### src/rtl/segChkPkg.sv
package segChkPkg;
  typedef enum logic [1:0] {
    FT_NONE = 2'd0,
    FT_GP   = 2'd1,
    FT_NP   = 2'd2
  } faultKindT;

  // raw outcome of every parallel test
  typedef struct packed {
    logic nullHit;
    logic limitHit;
    logic privHit;
    logic absentHit;
  } checkFlagsT;

  // strobes from control to datapath
  typedef struct packed {
    logic      capture;
    logic      raise;
    faultKindT kind;
    logic      errUseSel;
  } ctrlStrobesT;
endpackage

### src/rtl/segChkControl.sv
module segChkControl
  import segChkPkg::*;
(
  input  logic        inValid,
  input  checkFlagsT  flags,
  output ctrlStrobesT strb
);
  always_comb begin
    strb.capture   = inValid;
    strb.raise     = 1'b1;
    strb.kind      = FT_GP;
    strb.errUseSel = 1'b1;
    if (flags.nullHit) begin
      strb.errUseSel = 1'b0;
    end else if (flags.limitHit) begin
      strb.kind = FT_GP;
    end else if (flags.privHit) begin
      strb.kind = FT_GP;
    end else if (flags.absentHit) begin
      strb.kind = FT_NP;
    end else begin
      strb.raise     = 1'b0;
      strb.kind      = FT_NONE;
      strb.errUseSel = 1'b0;
    end
  end
endmodule

### src/rtl/segChkDatapath.sv
module segChkDatapath
  import segChkPkg::*;
#(
  parameter int SEL_W   = 16,
  parameter int LIMIT_W = 16,
  parameter int PL_W    = 2
) (
  input  logic               clk,
  input  logic               rstN,
  input  logic               inValid,
  input  logic [SEL_W-1:0]   selector,
  input  logic [PL_W-1:0]    descDpl,
  input  logic               descPresent,
  input  logic [PL_W-1:0]    curCpl,
  input  logic               viaGate,
  input  logic [LIMIT_W-1:0] tableLimit,
  input  ctrlStrobesT        strb,
  output checkFlagsT         flags,
  output logic               faultValid,
  output logic [1:0]         faultType,
  output logic [SEL_W-1:0]   errCode,
  output logic               okPulse
);
  localparam int IDX_LSB = 3;
  localparam int TI_BIT  = 2;
  localparam int CMP_W   = (SEL_W > LIMIT_W) ? SEL_W : LIMIT_W;

  logic [PL_W-1:0]  reqPl;
  logic             nullSel;
  logic [CMP_W-1:0] extentEnd;
  logic [CMP_W-1:0] limitExt;

  always_comb begin
    reqPl     = selector[PL_W-1:0];
    nullSel   = (selector[SEL_W-1:TI_BIT] == '0);
    extentEnd = CMP_W'({selector[SEL_W-1:IDX_LSB], {IDX_LSB{1'b1}}});
    limitExt  = CMP_W'(tableLimit);
    flags.nullHit   = viaGate && nullSel;
    flags.limitHit  = viaGate && (extentEnd > limitExt);
    flags.privHit   = (reqPl > curCpl) || (descDpl != curCpl);
    flags.absentHit = !descPresent;
  end

  always_ff @(posedge clk or negedge rstN) begin
    if (!rstN) begin
      faultValid <= 1'b0;
      okPulse    <= 1'b0;
      faultType  <= FT_NONE;
      errCode    <= '0;
    end else begin
      faultValid <= strb.capture && strb.raise;
      okPulse    <= strb.capture && !strb.raise;
      faultType  <= strb.capture ? strb.kind : FT_NONE;
      errCode    <= (strb.capture && strb.raise && strb.errUseSel) ? selector : '0;
    end
  end


  no_dual_pulse_chk: assert property (@(posedge clk) disable iff (!rstN)
    !(faultValid && okPulse));


  pulse_origin_chk: assert property (@(posedge clk) disable iff (!rstN)
    (faultValid || okPulse) |-> $past(inValid));


  strobe_answer_chk: assert property (@(posedge clk) disable iff (!rstN)
    inValid |=> (faultValid || okPulse));


  null_gate_chk: assert property (@(posedge clk) disable iff (!rstN)
    (inValid && viaGate && selector[SEL_W-1:TI_BIT] == '0) |=>
      (faultValid && faultType == FT_GP && errCode == '0));


  absent_origin_chk: assert property (@(posedge clk) disable iff (!rstN)
    (faultValid && faultType == FT_NP) |->
      (!$past(descPresent) && errCode == $past(selector)));


  priv_over_absent_chk: assert property (@(posedge clk) disable iff (!rstN)
    (inValid && !viaGate && descDpl != curCpl) |=>
      (faultValid && faultType == FT_GP));
endmodule

### src/rtl/segProtChk.sv
module segProtChk
  import segChkPkg::*;
#(
  parameter int SEL_W   = 16,
  parameter int LIMIT_W = 16,
  parameter int PL_W    = 2
) (
  input  logic               clk,
  input  logic               rstN,
  input  logic               inValid,
  input  logic [SEL_W-1:0]   selector,
  input  logic [PL_W-1:0]    descDpl,
  input  logic               descPresent,
  input  logic [PL_W-1:0]    curCpl,
  input  logic               viaGate,
  input  logic [LIMIT_W-1:0] tableLimit,
  output logic               faultValid,
  output logic [1:0]         faultType,
  output logic [SEL_W-1:0]   errCode,
  output logic               okPulse
);
  checkFlagsT  flags;
  ctrlStrobesT strb;

  segChkControl uCtrl (
    .inValid (inValid),
    .flags   (flags),
    .strb    (strb)
  );

  segChkDatapath #(.SEL_W(SEL_W), .LIMIT_W(LIMIT_W), .PL_W(PL_W)) uDp (
    .clk         (clk),
    .rstN        (rstN),
    .inValid     (inValid),
    .selector    (selector),
    .descDpl     (descDpl),
    .descPresent (descPresent),
    .curCpl      (curCpl),
    .viaGate     (viaGate),
    .tableLimit  (tableLimit),
    .strb        (strb),
    .flags       (flags),
    .faultValid  (faultValid),
    .faultType   (faultType),
    .errCode     (errCode),
    .okPulse     (okPulse)
  );
endmodule

### config.mk
export PLATFORM = sky130hd
export DESIGN_NAME = segProtChk
export DESIGN_NICKNAME = d
export VERILOG_FILES = /design/src/rtl/segChkPkg.sv /design/src/rtl/segChkControl.sv /design/src/rtl/segChkDatapath.sv /design/src/rtl/segProtChk.sv
export SDC_FILE = /design/constraint.sdc
export NUM_CORES = 1
export LEC_CHECK = 0
export ABC_AREA = 1
export BUFFER_PORTS_ARGS = -buffer_cell sky130_fd_sc_hd__buf_2
export CAP_MARGIN = 20
export CORE_ASPECT_RATIO = 0.75
export CORE_MARGIN = 4
export CORE_UTILIZATION = 40
export CTS_BUF_LIST = sky130_fd_sc_hd__clkbuf_8 sky130_fd_sc_hd__clkbuf_16
export CTS_CLUSTER_DIAMETER = 120
export DETAILED_ROUTE_END_ITERATION = 10
export GPL_TIMING_DRIVEN = 0
export PLACE_DENSITY = 0.71
export SLEW_MARGIN = 20
export SYNTH_ARGS = -nofsm -noshare
export SYNTH_HDL_FRONTEND = slang
export SYNTH_SLANG_ARGS = --single-unit
### constraint.sdc
create_clock -name clk -period 1.17 [get_ports clk]
set_input_delay 0.1755 -clock clk [delete_from_list [all_inputs] [get_ports clk]]
set_output_delay 0.1755 -clock clk [all_outputs]
set_load 0.02 [all_outputs]
Yosys cells after proc, flatten, opt, wreduce, memory -nomap -nowiden

Cells that the tools add are included.

Input bits: 41
Output and inout bits: 20
Word-level logic and storage cells: 25
Register bits after elaboration: 20

Reductions and logical operators: 8
Magnitude comparators: 2
Mux-type cells: 10
Equal/unequal tests: 1

Operator list:

| cell                | number |
|---|---|
| $gt A16 B16 Y1      | 1 |
| $mux W16            | 1 |
| $logic_not A14 Y1   | 1 |
| $mux W2             | 4 |
| $logic_and A1 B1 Y1 | 5 |
| $mux W1             | 4 |
| $mux W3             | 1 |
| $gt A2 B2 Y1        | 1 |
| $ne A2 B2 Y1        | 1 |
| $logic_not A1 Y1    | 1 |
| $logic_or A1 B1 Y1  | 1 |

Depth between registers and ports, before layout

Gate-level depths: netlist of run 1.

Depth in word-level cells: 8
Mapped depth: 13
Gate-level depth less buffers: 12

By module

A second synthesis of run 1 with hierarchy kept.

Cells, all modules: 155
Area total of the unflattened synthesis: 1202.4 sq um

By module, submodules not included:

| module         | seq. area each (sq um) | times used | area an instance (sq um) | cells an instance |
|---|---|---|---|---|
| segChkDatapath | 500.5                  | 1          | 1158.6                   | 147 |
| segChkControl  | 0.0                    | 1          | 43.8                     | 8 |

Worst setup path before layout of run 1

No wires, ideal clock.

Kind: in2reg
From: input tableLimit[15]
To: register uDp.errCode[10]
Stages on the path: 12
Data required time: 1.053 ns
Setup time: 0.117 ns
Data arrival time: 1.314 ns
Setup slack: -0.261 ns
Path buffers: 1
Cells stage by stage: inv_1 ha_1 nand2_1 nor2_2 nand3_2 nor2_1 nor2_1 nand2_2 nand2_4 nand2_4 buf_6 nor2_2

Cells in the longest elaborated chain, start to end: 7
Elaborated cells on any way between the ends: 8
Those cells by class: 1 x order compare; 4 x mux; 3 x reduce/logical

Ends and longest elaborated chain:

| item                    | line                 | RTL |
|---|---|---|
| start, declared         | segProtChk.sv:16     | `input logic [LIMIT_W-1:0] tableLimit,` |
| $gt A16 B16 Y1 (*)      | segChkDatapath.sv:39 | `flags.limitHit = viaGate && (extentEnd > limitExt);` |
| $logic_and A1 B1 Y1 (*) | segChkDatapath.sv:39 |  |
| $mux W1 (*)             | segChkControl.sv:15  | `end else if (flags.limitHit) begin` |
| $mux W3                 | segChkControl.sv:13  | `if (flags.nullHit) begin` |
| $logic_and A1 B1 Y1     | segChkDatapath.sv:54 | `errCode <= (strb.capture && strb.raise && strb.errUseSel) ? selector : '0;` |
| $logic_and A1 B1 Y1 (*) | segChkDatapath.sv:54 |  |
| $mux W16 (*)            | segChkDatapath.sv:54 |  |
| end signal, assigned    | segChkDatapath.sv:54 |  |
| end, declared           | segChkDatapath.sv:21 | `output logic [SEL_W-1:0] errCode,` |

Every way passes the cells marked *; elsewhere a longest branch is shown, timed or not.

Worst setup path in the final report of run 1

From: input tableLimit[12]
To: register uDp.errCode[15]

The elaborated chain is that of the path after synthesis.

==> results of run 1 <==
## where the power goes
part           total, mW  switching [mW]  internal, mW
Combinational      0.643           0.351         0.292
Clock              0.432           0.204         0.229
Sequential         0.743          0.0117         0.732
Total               1.82           0.567          1.25
## sequential cells by signal (all words and copies together) (netlist names)
register        flops
uDp.errCode        16
uDp.faultType       2
uDp.faultValid      1
uDp.okPulse         1
## worst paths after layout
path                       cells after the start           start                         to
min in group asynchronous                      2            rstN  uDp.errCode[13]$_DFF_PN0_
max in group asynchronous                      2            rstN  uDp.errCode[12]$_DFF_PN0_
max                                           13  tableLimit[12]  uDp.errCode[15]$_DFF_PN0_
min                                            3     selector[0]   uDp.errCode[0]$_DFF_PN0_
## cell usage in the layout, fill, tap and decap left out, drive strengths merged
cell type / count
buf: 67
ha: 15
a22oi: 1
nor4: 1
dfrtp: 20
nor3b: 1
clkbuf: 3
dlygate4sd3: 1
nor3: 1
nor2: 27
xor2: 2
nand3: 6
nand2: 34
inv: 44
a21oi: 4
clkinv: 1
nand4: 3
## routing by layer
layer	wire [um]	up-vias	track usage, %
met5	0	-	0
met4	10	0	1.58
met3	218	2	4.29
met2	1580	38	25.0
met1	1410	527	21.2
li1	-	618	-
## final cells by class
cell class | instances | area, sq um
tap | 38 | 47.5
multi-input combinational | 95 | 860
fill | 251 | 906
sequential | 20 | 500
timing repair buffer | 68 | 447
clock buffer | 3 | 41.3
inverter | 45 | 198
## cell families after synthesis
kind of cell             after synthesis
adder cells (fa/ha/maj)               15
flip-flops                            20
buffers and inverters                 46
AND/OR/NAND/NOR                       73
XOR/XNOR                               2
AO/OA/AOI/OAI                          5
## worst max-delay path, stage by stage
cell	delay [ps]
buf_4	130
inv_8	50
ha_4	190
nand2_4	60
nor2_4	40
buf_4	120
a21oi_2	120
nand2_1	70
nand2_2	100
nand2_4	80
nand2_8	120
buf_8	140
nor2_4	40
## metrics by stage
| step | hold WS, ps | util (%) |
|---|---|---|
| after floorplan | -120 | - |
| after global placement | 147 | 58.2 |
| after detailed placement | 146 | 58.2 |
| after CTS | 158 | 67.2 |
| after global routing | 165 | 69.8 |
| final | 149 | 69.8 |
## timing repair
| item | in CTS | in global routing |
|---|---|---|
| hold buffers | 1 | 0 |
| setup buffers | 6 | 1 |
| pin swaps | 27 | 15 |
| setup endpoints to repair | 20 | 19 |
| cloned | 1 | 0 |
| endpoints found under the hold margin | 20 | 0 |
| gates resized for setup | 33 | 25 |
==> impl_metrics.env, run 1 <==
export IMPL_drive_gt1_share_pct=56.3
export IMPL_synth_flop_cell="dfrtp_1"
export IMPL_row_count=17
export IMPL_cts_root_buf="clkbuf_8"
export IMPL_irDropWorstVdd_uv=397
export IMPL_worstPathMaxFanout=6
export IMPL_critPathArrivalTime_ps=1450
export IMPL_hp_class="in -> reg"
export IMPL_num_vias=1185
export IMPL_antenna_found_initial=0
export IMPL_clkTransAtPathRegs_ps=70
export IMPL_setup_viol=19
export IMPL_die_w_um=73.2
export IMPL_h_tree_depth=1
export IMPL_initial_core_util_pct=42.5
export IMPL_grt_pass1_wl_mm=5.06
export IMPL_synth_commonest_cells="inv_1 (44), nand2_1 (31), dfrtp_1 (20)"
export IMPL_stdcell_area_sq_um=2090
export IMPL_dp_hpwl_mm=2.46
export IMPL_synth_edf_count=0
export IMPL_cts_sinks=20
export IMPL_drt_initial_drc_count=18
export IMPL_synthCells=161
export IMPL_dp_cells=259
export IMPL_first_global_vias=1179
export IMPL_synth_top_cell_by_area="dfrtp_1"
export IMPL_hold_viol_final=0
export IMPL_track_usage_pct=15.5
export IMPL_grt_max_degree=21
export IMPL_status="finished with violations"
export IMPL_synth_most_common_cell="inv_1"
export IMPL_power_density_nw_per_um2=869
export IMPL_avgSynthCellArea_sq_um=7.92
export IMPL_antenna_left=0
export IMPL_syn2layout_area_growth_pct=64.2
export IMPL_setup_worst_path_start_class="input port"
export IMPL_stdcell_count=269
export IMPL_layout_setup_ws_ps=-133
export IMPL_violations="setup timing"
export IMPL_place_congestion=0.722
export IMPL_design_core_area_sq_um=3000
export IMPL_synthAdderAreaFrac_pct=14.7
export IMPL_fin_total_pwr_mw=1.82
export IMPL_placed_cell_area_sq_um=1750
export IMPL_async_reset_ff_share_pct=100
export IMPL_post_synth_top_area_fraction_pct=39.3
export IMPL_timing_final_crit_share_pct=111
export IMPL_rsz0062_at_grt="yes"
export IMPL_ys_ff_latch=20
export IMPL_crit_required_ps=1310
export IMPL_dr_pass1_iters=3
export IMPL_synth_compound_area_share_pct=2.16
export IMPL_slew_limit_headroom_pct=70.4
export IMPL_syn_area_sq_um=1270
export IMPL_place_ws_ps=-562
export IMPL_synth_simple_area_share_pct=28.4
export IMPL_vias_per_cell=4.41
export IMPL_dieArea_sq_um=4160
export IMPL_leakage_nw=1.13
export IMPL_wl_per_cell_um=12.0
export IMPL_fmax_ghz=0.767
export IMPL_synth_mux_area_share_pct=0
export IMPL_tightest_slew_ps=443
export IMPL_synth_warnings=0
export IMPL_cp_end_kind="flip-flop"
export IMPL_clock_path_buffers=2
export IMPL_final_max_slew_viol_count=0
export IMPL_cts_buffers=3
export IMPL_synth_distinct_cells=20
export IMPL_grt_overflow=0
export IMPL_port_buffers=60
export IMPL_synth_seq_area_share_pct=39.3
export IMPL_worst_setup_path_type="in -> reg"
export IMPL_setup_tns_ps=-2010
export IMPL_period_needed_ps=1300
export IMPL_synth_xor_area_share_pct=1.37
export IMPL_synth_area_top_cells="dfrtp_1 (39%), ha_1 (15%), inv_1 (13%)"
export IMPL_maxCapViolCount=0
export IMPL_synth_top_family_by_area="simple AND/OR/NAND/NOR gates"
export IMPL_die_y_um=56.9
export IMPL_pin_count=61
export IMPL_finalWirelength_mm=3.22
export IMPL_route_detailed_drc=0
export IMPL_antenna_cells=0
export IMPL_syn_nets=217
export IMPL_fin_nets=289
export IMPL_tritoncts="built"
Power figures use the tool's default switching activity.
==> run 2: changes to the inputs <==
--- a/config.mk
+++ b/config.mk
@@ -16,6 +16,7 @@
 export DETAILED_ROUTE_END_ITERATION = 10
 export GPL_TIMING_DRIVEN = 0
 export PLACE_DENSITY = 0.71
+export SKIP_LAST_GASP = 1
 export SLEW_MARGIN = 20
 export SYNTH_ARGS = -nofsm -noshare
 export SYNTH_HDL_FRONTEND = slang
==> run 2 against run 1 <==
The flow still finishes with violations (setup timing). Via count is 0.25% higher. Power shrank 0.13%. Clock power about the same. Critical path depth is the same. First-iteration DRC count shrank 11%. Sequential cell count is the same.
==> impl_metrics.env, run 2 (synthesized netlist as in run 1, its figures left out) <==
export IMPL_tightest_slew_ps=443
export IMPL_tritoncts="built"
export IMPL_slowest_delay_ps=190
export IMPL_hold_start="selector[0]"
export IMPL_utilization_pct=69.7
export IMPL_path_delay_family="simple AND/OR/NAND/NOR gates"
export IMPL_antenna_left=0
export IMPL_period_needed_ps=1300
export IMPL_antenna_cells=0
export IMPL_clkTransAtPathRegs_ps=70
export IMPL_grt_pass1_wl_mm=5.06
export IMPL_dp_hpwl_mm=2.46
export IMPL_setup_worst_path_start="tableLimit[12]"
export IMPL_die_y_um=56.9
export IMPL_fin_total_pwr_mw=1.82
export IMPL_top_register="uDp.errCode"
export IMPL_cts_sinks=20
export IMPL_setup_worst_path_start_class="input port"
export IMPL_power_density_nw_per_um2=869
export IMPL_rsz0062_at_grt="yes"
export IMPL_worst_path_buf_inv=4
export IMPL_hold_viol_final=0
export IMPL_final_common_cell="buf_2"
export IMPL_num_vias=1188
export IMPL_timing_final_crit_share_pct=111
export IMPL_fmax_ghz=0.770
export IMPL_cp_end_kind="flip-flop"
export IMPL_irDropWorstVdd_uv=396
export IMPL_grt_max_degree=21
export IMPL_leakage_nw=1.13
export IMPL_status="finished with violations"
export IMPL_hp_class="in -> reg"
export IMPL_track_usage_pct=15.5
export IMPL_fin_nets=289
export IMPL_initial_core_util_pct=42.5
export IMPL_drive_gt1_share_pct=55.8
export IMPL_port_buffers=60
export IMPL_reg_largest_list="uDp.errCode: 16 flops, uDp.faultType: 2 flops"
export IMPL_layout_setup_ws_ps=-129
export IMPL_grt_overflow=0
export IMPL_crit_path_cell_trace="buf_4 -> inv_8 -> ha_4 -> nand2_4 -> nor2_4 -> buf_4 -> a21oi_2 -> nand2_1 -> nand2_2 -> nand2_4 -> nand2_8 -> buf_8 -> nor2_4"
export IMPL_cts_buffers=3
export IMPL_violations="setup timing"
export IMPL_wl_per_cell_um=11.9
export IMPL_dr_pass1_iters=3
export IMPL_syn2layout_area_growth_pct=64.0
export IMPL_antenna_found_initial=0
export IMPL_maxCapViolCount=0
export IMPL_design_core_area_sq_um=3000
export IMPL_pin_count=61
export IMPL_dieArea_sq_um=4160
export IMPL_worstPathMaxFanout=6
export IMPL_route_detailed_drc=0
export IMPL_setup_viol=19
export IMPL_clock_path_buffers=2
export IMPL_crit_required_ps=1310
export IMPL_critPathArrivalTime_ps=1440
export IMPL_cts_root_buf="clkbuf_8"
export IMPL_first_global_vias=1179
export IMPL_slew_limit_headroom_pct=70.4
export IMPL_largest_reg_flops=16
export IMPL_final_max_slew_viol_count=0
export IMPL_die_w_um=73.2
export IMPL_place_congestion=0.722
export IMPL_slowest_stage="ha_4"
export IMPL_row_count=17
export IMPL_finalWirelength_mm=3.19
export IMPL_h_tree_depth=1
export IMPL_worst_setup_path_type="in -> reg"
export IMPL_drt_initial_drc_count=16
export IMPL_layout_common_cells="buf_2 (53), inv_1 (32), nand2_1 (23)"
export IMPL_vias_per_cell=4.42
run 2: cell counts in the layout (fill, tap and decap cells not counted):
No cell type changed its count.
run 2: repair_timing:
action,4_1_cts,5_1_grt
endpoints found under the setup margin,20,19
hold buffers,1,0
pin swaps,27,15
resized for setup,33,24
setup buffers,6,1
cloned,1,0
endpoints found under the hold margin,20,0
run 2: per-layer routing:
layer  share of wire, %  track usage (%)  vias to the layer above  wire, um
li1                   -                -                      618         -
met1                 44             21.2                      528      1400
met2                 49             25.0                       40      1560
met3                7.0             4.29                        2       222
met4               0.31             1.58                        0        10
met5                  0                0                        -         0
run 2: final timing paths:
kind / end / slack (ps) / cells after the start
max: uDp.errCode[15]$_DFF_PN0_ / -130 / 13
min: uDp.errCode[0]$_DFF_PN0_ / 150 / 3
max in group asynchronous: uDp.errCode[12]$_DFF_PN0_ / 460 / 2
min in group asynchronous: uDp.errCode[0]$_DFF_PN0_ / 410 / 2
run 2: final cells by class:
class,instances,area [sq um]
Clock buffer,3,41.3
Fill cell,252,908
Inverter,45,198
Multi-Input combinational cell,95,857
Sequential cell,20,500
Tap cell,38,47.5
Timing Repair Buffer,68,447
run 2: where the power goes:
part / internal, mW / total [mW] / switching [mW]
combinational: 0.292 / 0.641 / 0.350
clock: 0.229 / 0.432 / 0.203
sequential: 0.732 / 0.743 / 0.0117
total: 1.25 / 1.82 / 0.564
run 2: stage by stage:
step                      setup TNS, ps  area, sq um  instances  setup WS (ps)  hold WS, ps
final                             -1940         2090        269           -129          149
after global routing              -3540         2090        269           -212          165
after CTS                         -2250         2010        270           -175          158
after detailed placement          -9120         1750        259           -562          146
after global placement            -8790         1750        259           -543          147
after floorplan                   -2650         1400        161           -220         -120
==> run 3: changes to the inputs <==
--- a/config.mk
+++ b/config.mk
@@ -8,7 +8,7 @@
 export ABC_AREA = 1
 export BUFFER_PORTS_ARGS = -buffer_cell sky130_fd_sc_hd__buf_2
 export CAP_MARGIN = 20
-export CORE_ASPECT_RATIO = 0.75
+export CORE_ASPECT_RATIO = 0.8
 export CORE_MARGIN = 4
 export CORE_UTILIZATION = 40
 export CTS_BUF_LIST = sky130_fd_sc_hd__clkbuf_8 sky130_fd_sc_hd__clkbuf_16
@@ -16,6 +16,7 @@
 export DETAILED_ROUTE_END_ITERATION = 10
 export GPL_TIMING_DRIVEN = 0
 export PLACE_DENSITY = 0.71
+export SETUP_SLACK_MARGIN = 0.1
 export SKIP_LAST_GASP = 1
 export SLEW_MARGIN = 20
 export SYNTH_ARGS = -nofsm -noshare
==> run 3 against run 2 <==
The flow still finishes with violations (setup timing). Sequential power hardly changed. Sequential share of layout area is 0.55 points lower. Worst hold slack better by 9.8 ps. Via count is 0.34% lower. Cell count is 1.5% higher. Final area is 2.3% higher. Highest routed layer unchanged. Die area hardly changed. Count of clock-buffer cells in the layout is 1 higher. Maximum frequency is 0.75% lower. Critical path depth is 1 higher.
==> impl_metrics.env, run 3 (synthesized netlist as in run 1, its figures left out) <==
export IMPL_status="finished with violations"
export IMPL_violations="setup timing"
export IMPL_fill_cells=270
export IMPL_die_y_um=58.5
export IMPL_pwr_share_comb_pct=34.1
export IMPL_first_global_vias=1159
export IMPL_fin_hold_ws_ps=159
export IMPL_cts_root_buf="clkbuf_8"
export IMPL_finalWirelength_mm=3.11
export IMPL_internal_power_mw=1.33
export IMPL_irDropWorstVdd_uv=517
export IMPL_sw_frac_of_total_pct=30.4
export IMPL_fmax_ghz=0.764
export IMPL_pin_count=61
export IMPL_final_max_slew_viol_count=0
export IMPL_port_buffers=60
export IMPL_tightest_slew_ps=433
export IMPL_final_common_cell="buf_2"
export IMPL_cp_end_kind="flip-flop"
export IMPL_critPathArrivalTime_ps=1510
export IMPL_switchingPower_uw=581
export IMPL_slew_limit_headroom_pct=71.1
export IMPL_power_density_nw_per_um2=892
export IMPL_drt_initial_drc_count=33
export IMPL_stdcell_area_sq_um=2140
export IMPL_antenna_cells=0
export IMPL_setup_viol=19
export IMPL_worst_path_buf_inv=4
export IMPL_place_congestion=0.747
export IMPL_dp_cells=261
export IMPL_cpMostUsedCell="nand2_4"
export IMPL_hold_viol_final=0
export IMPL_cts_sinks=20
export IMPL_vias_per_cell=4.34
export IMPL_clkTransAtPathRegs_ps=70
export IMPL_utilization_pct=69.9
export IMPL_crit_required_ps=1370
export IMPL_row_count=18
export IMPL_seq_power_share_pct=38.8
export IMPL_layout_setup_ws_ps=-139
export IMPL_hp_class="in -> reg"
export IMPL_dieArea_sq_um=4160
export IMPL_clock_path_buffers=2
export IMPL_placed_cell_area_sq_um=1770
export IMPL_crit_path_cell_trace="buf_8 -> inv_12 -> ha_4 -> nand2_4 -> nor2_4 -> nand3_2 -> clkinv_2 -> nand2_2 -> nand2_2 -> nand2_4 -> nand2_4 -> nand2_8 -> buf_12 -> nor2_4"
export IMPL_path_delay_family="simple AND/OR/NAND/NOR gates"
export IMPL_design_core_area_sq_um=3060
export IMPL_reg_largest_list="uDp.errCode: 16 flops, uDp.faultType: 2 flops"
export IMPL_num_vias=1184
export IMPL_rsz0062_at_grt="yes"
export IMPL_slowest_stage="ha_4"
export IMPL_clock_power_share_pct=27.2
export IMPL_route_detailed_drc=0
export IMPL_top_register="uDp.errCode"
export IMPL_antenna_found_initial=0
export IMPL_dr_pass1_iters=4
export IMPL_drive_gt1_share_pct=57.5
export IMPL_cts_buffers=3
export IMPL_slowest_delay_ps=260
export IMPL_stdcell_count=273
export IMPL_h_tree_depth=1
export IMPL_setup_worst_path_start_class="input port"
export IMPL_worst_setup_path_type="in -> reg"
export IMPL_timing_final_crit_share_pct=112
export IMPL_leakage_nw=1.16
export IMPL_grt_overflow=0
export IMPL_grt_pass1_wl_mm=5.09
export IMPL_maxCapViolCount=0
export IMPL_track_usage_pct=15.3
export IMPL_antenna_left=0
export IMPL_initial_core_util_pct=41.6
export IMPL_wl_per_cell_um=11.4
export IMPL_grt_max_degree=21
export IMPL_syn2layout_area_growth_pct=67.8
export IMPL_period_needed_ps=1310
export IMPL_fin_nets=290
export IMPL_tritoncts="built"
export IMPL_largest_reg_flops=16
export IMPL_die_w_um=71.1
export IMPL_layout_common_cells="buf_2 (52), inv_1 (30), nand2_1 (23)"
export IMPL_dp_hpwl_mm=2.33
export IMPL_worstPathMaxFanout=5
export IMPL_place_ws_ps=-583
run 3: changes by cell type in the layout (fill, tap and decap cells not counted), moves of 2 or more:
cell,previous run,this run
nand3_1,5,3
inv_2,7,9
nand3_2,1,3
nor2_4,11,13
inv_1,32,30
buf_4,5,3
buf_6,5,10
run 3: final cells by class:
cell class | instances | area (sq um) | share of cell area, %
multi-input combinational | 95 | 868 | 40.6
sequential | 20 | 500 | 23.4
timing repair buffer | 68 | 448 | 20.9
inverter | 45 | 198 | 9.24
clock buffer | 4 | 55.1 | 2.57
tap | 40 | 50.0 | 2.34
buffer | 1 | 20.0 | 0.936
run 3: power groups by stage:
| stage | sequential, mW | combinational (mW) | clock, mW |
|---|---|---|---|
| floorplan | 0.810 | 0.244 | 0 |
| global placement | 0.753 | 0.481 | 0 |
| detailed placement | 0.754 | 0.493 | 0 |
| CTS | 0.740 | 0.599 | 0.527 |
| global route | 0.744 | 0.715 | 0.557 |
| finish | 0.740 | 0.650 | 0.518 |
run 3: worst min-delay path, cell delays in order:
cell and delay (ps):
buf_2 100, inv_2 70, nor2_4 40
run 3: final timing paths:
path	from	end	depth (start not counted)
worst max-delay path	tableLimit[13]	uDp.errCode[11]$_DFF_PN0_	14
worst min-delay path	selector[0]	uDp.errCode[0]$_DFF_PN0_	3
max in group asynchronous	rstN	uDp.errCode[8]$_DFF_PN0_	2
min in group asynchronous	rstN	uDp.faultType[0]$_DFF_PN0_	2
run 3: timing repair:
action	in CTS	in global routing
endpoints found under the hold margin	20	0
gates resized for setup	34	24
setup buffers	4	3
setup endpoints to repair	20	20
hold buffers	1	0
pin swaps	25	15
gates cloned	1	0
run 3: per-layer routing:
| metal | share of wire [%] | vias to the layer above | global-route usage, % |
|---|---|---|---|
| li1 | - | 623 | - |
| met1 | 41 | 515 | 19.9 |
| met2 | 51 | 42 | 25.9 |
| met3 | 7.3 | 4 | 3.07 |
| met4 | 0.80 | 0 | 4.56 |
| met5 | 0 | - | 0 |
run 3: stage by stage:
stage	total power, mW	TNS, ps
floorplan	1.05	-2650
global placement	1.23	-8800
detailed placement	1.25	-9350
CTS	1.87	-1420
global route	2.02	-3490
finish	1.91	-1890
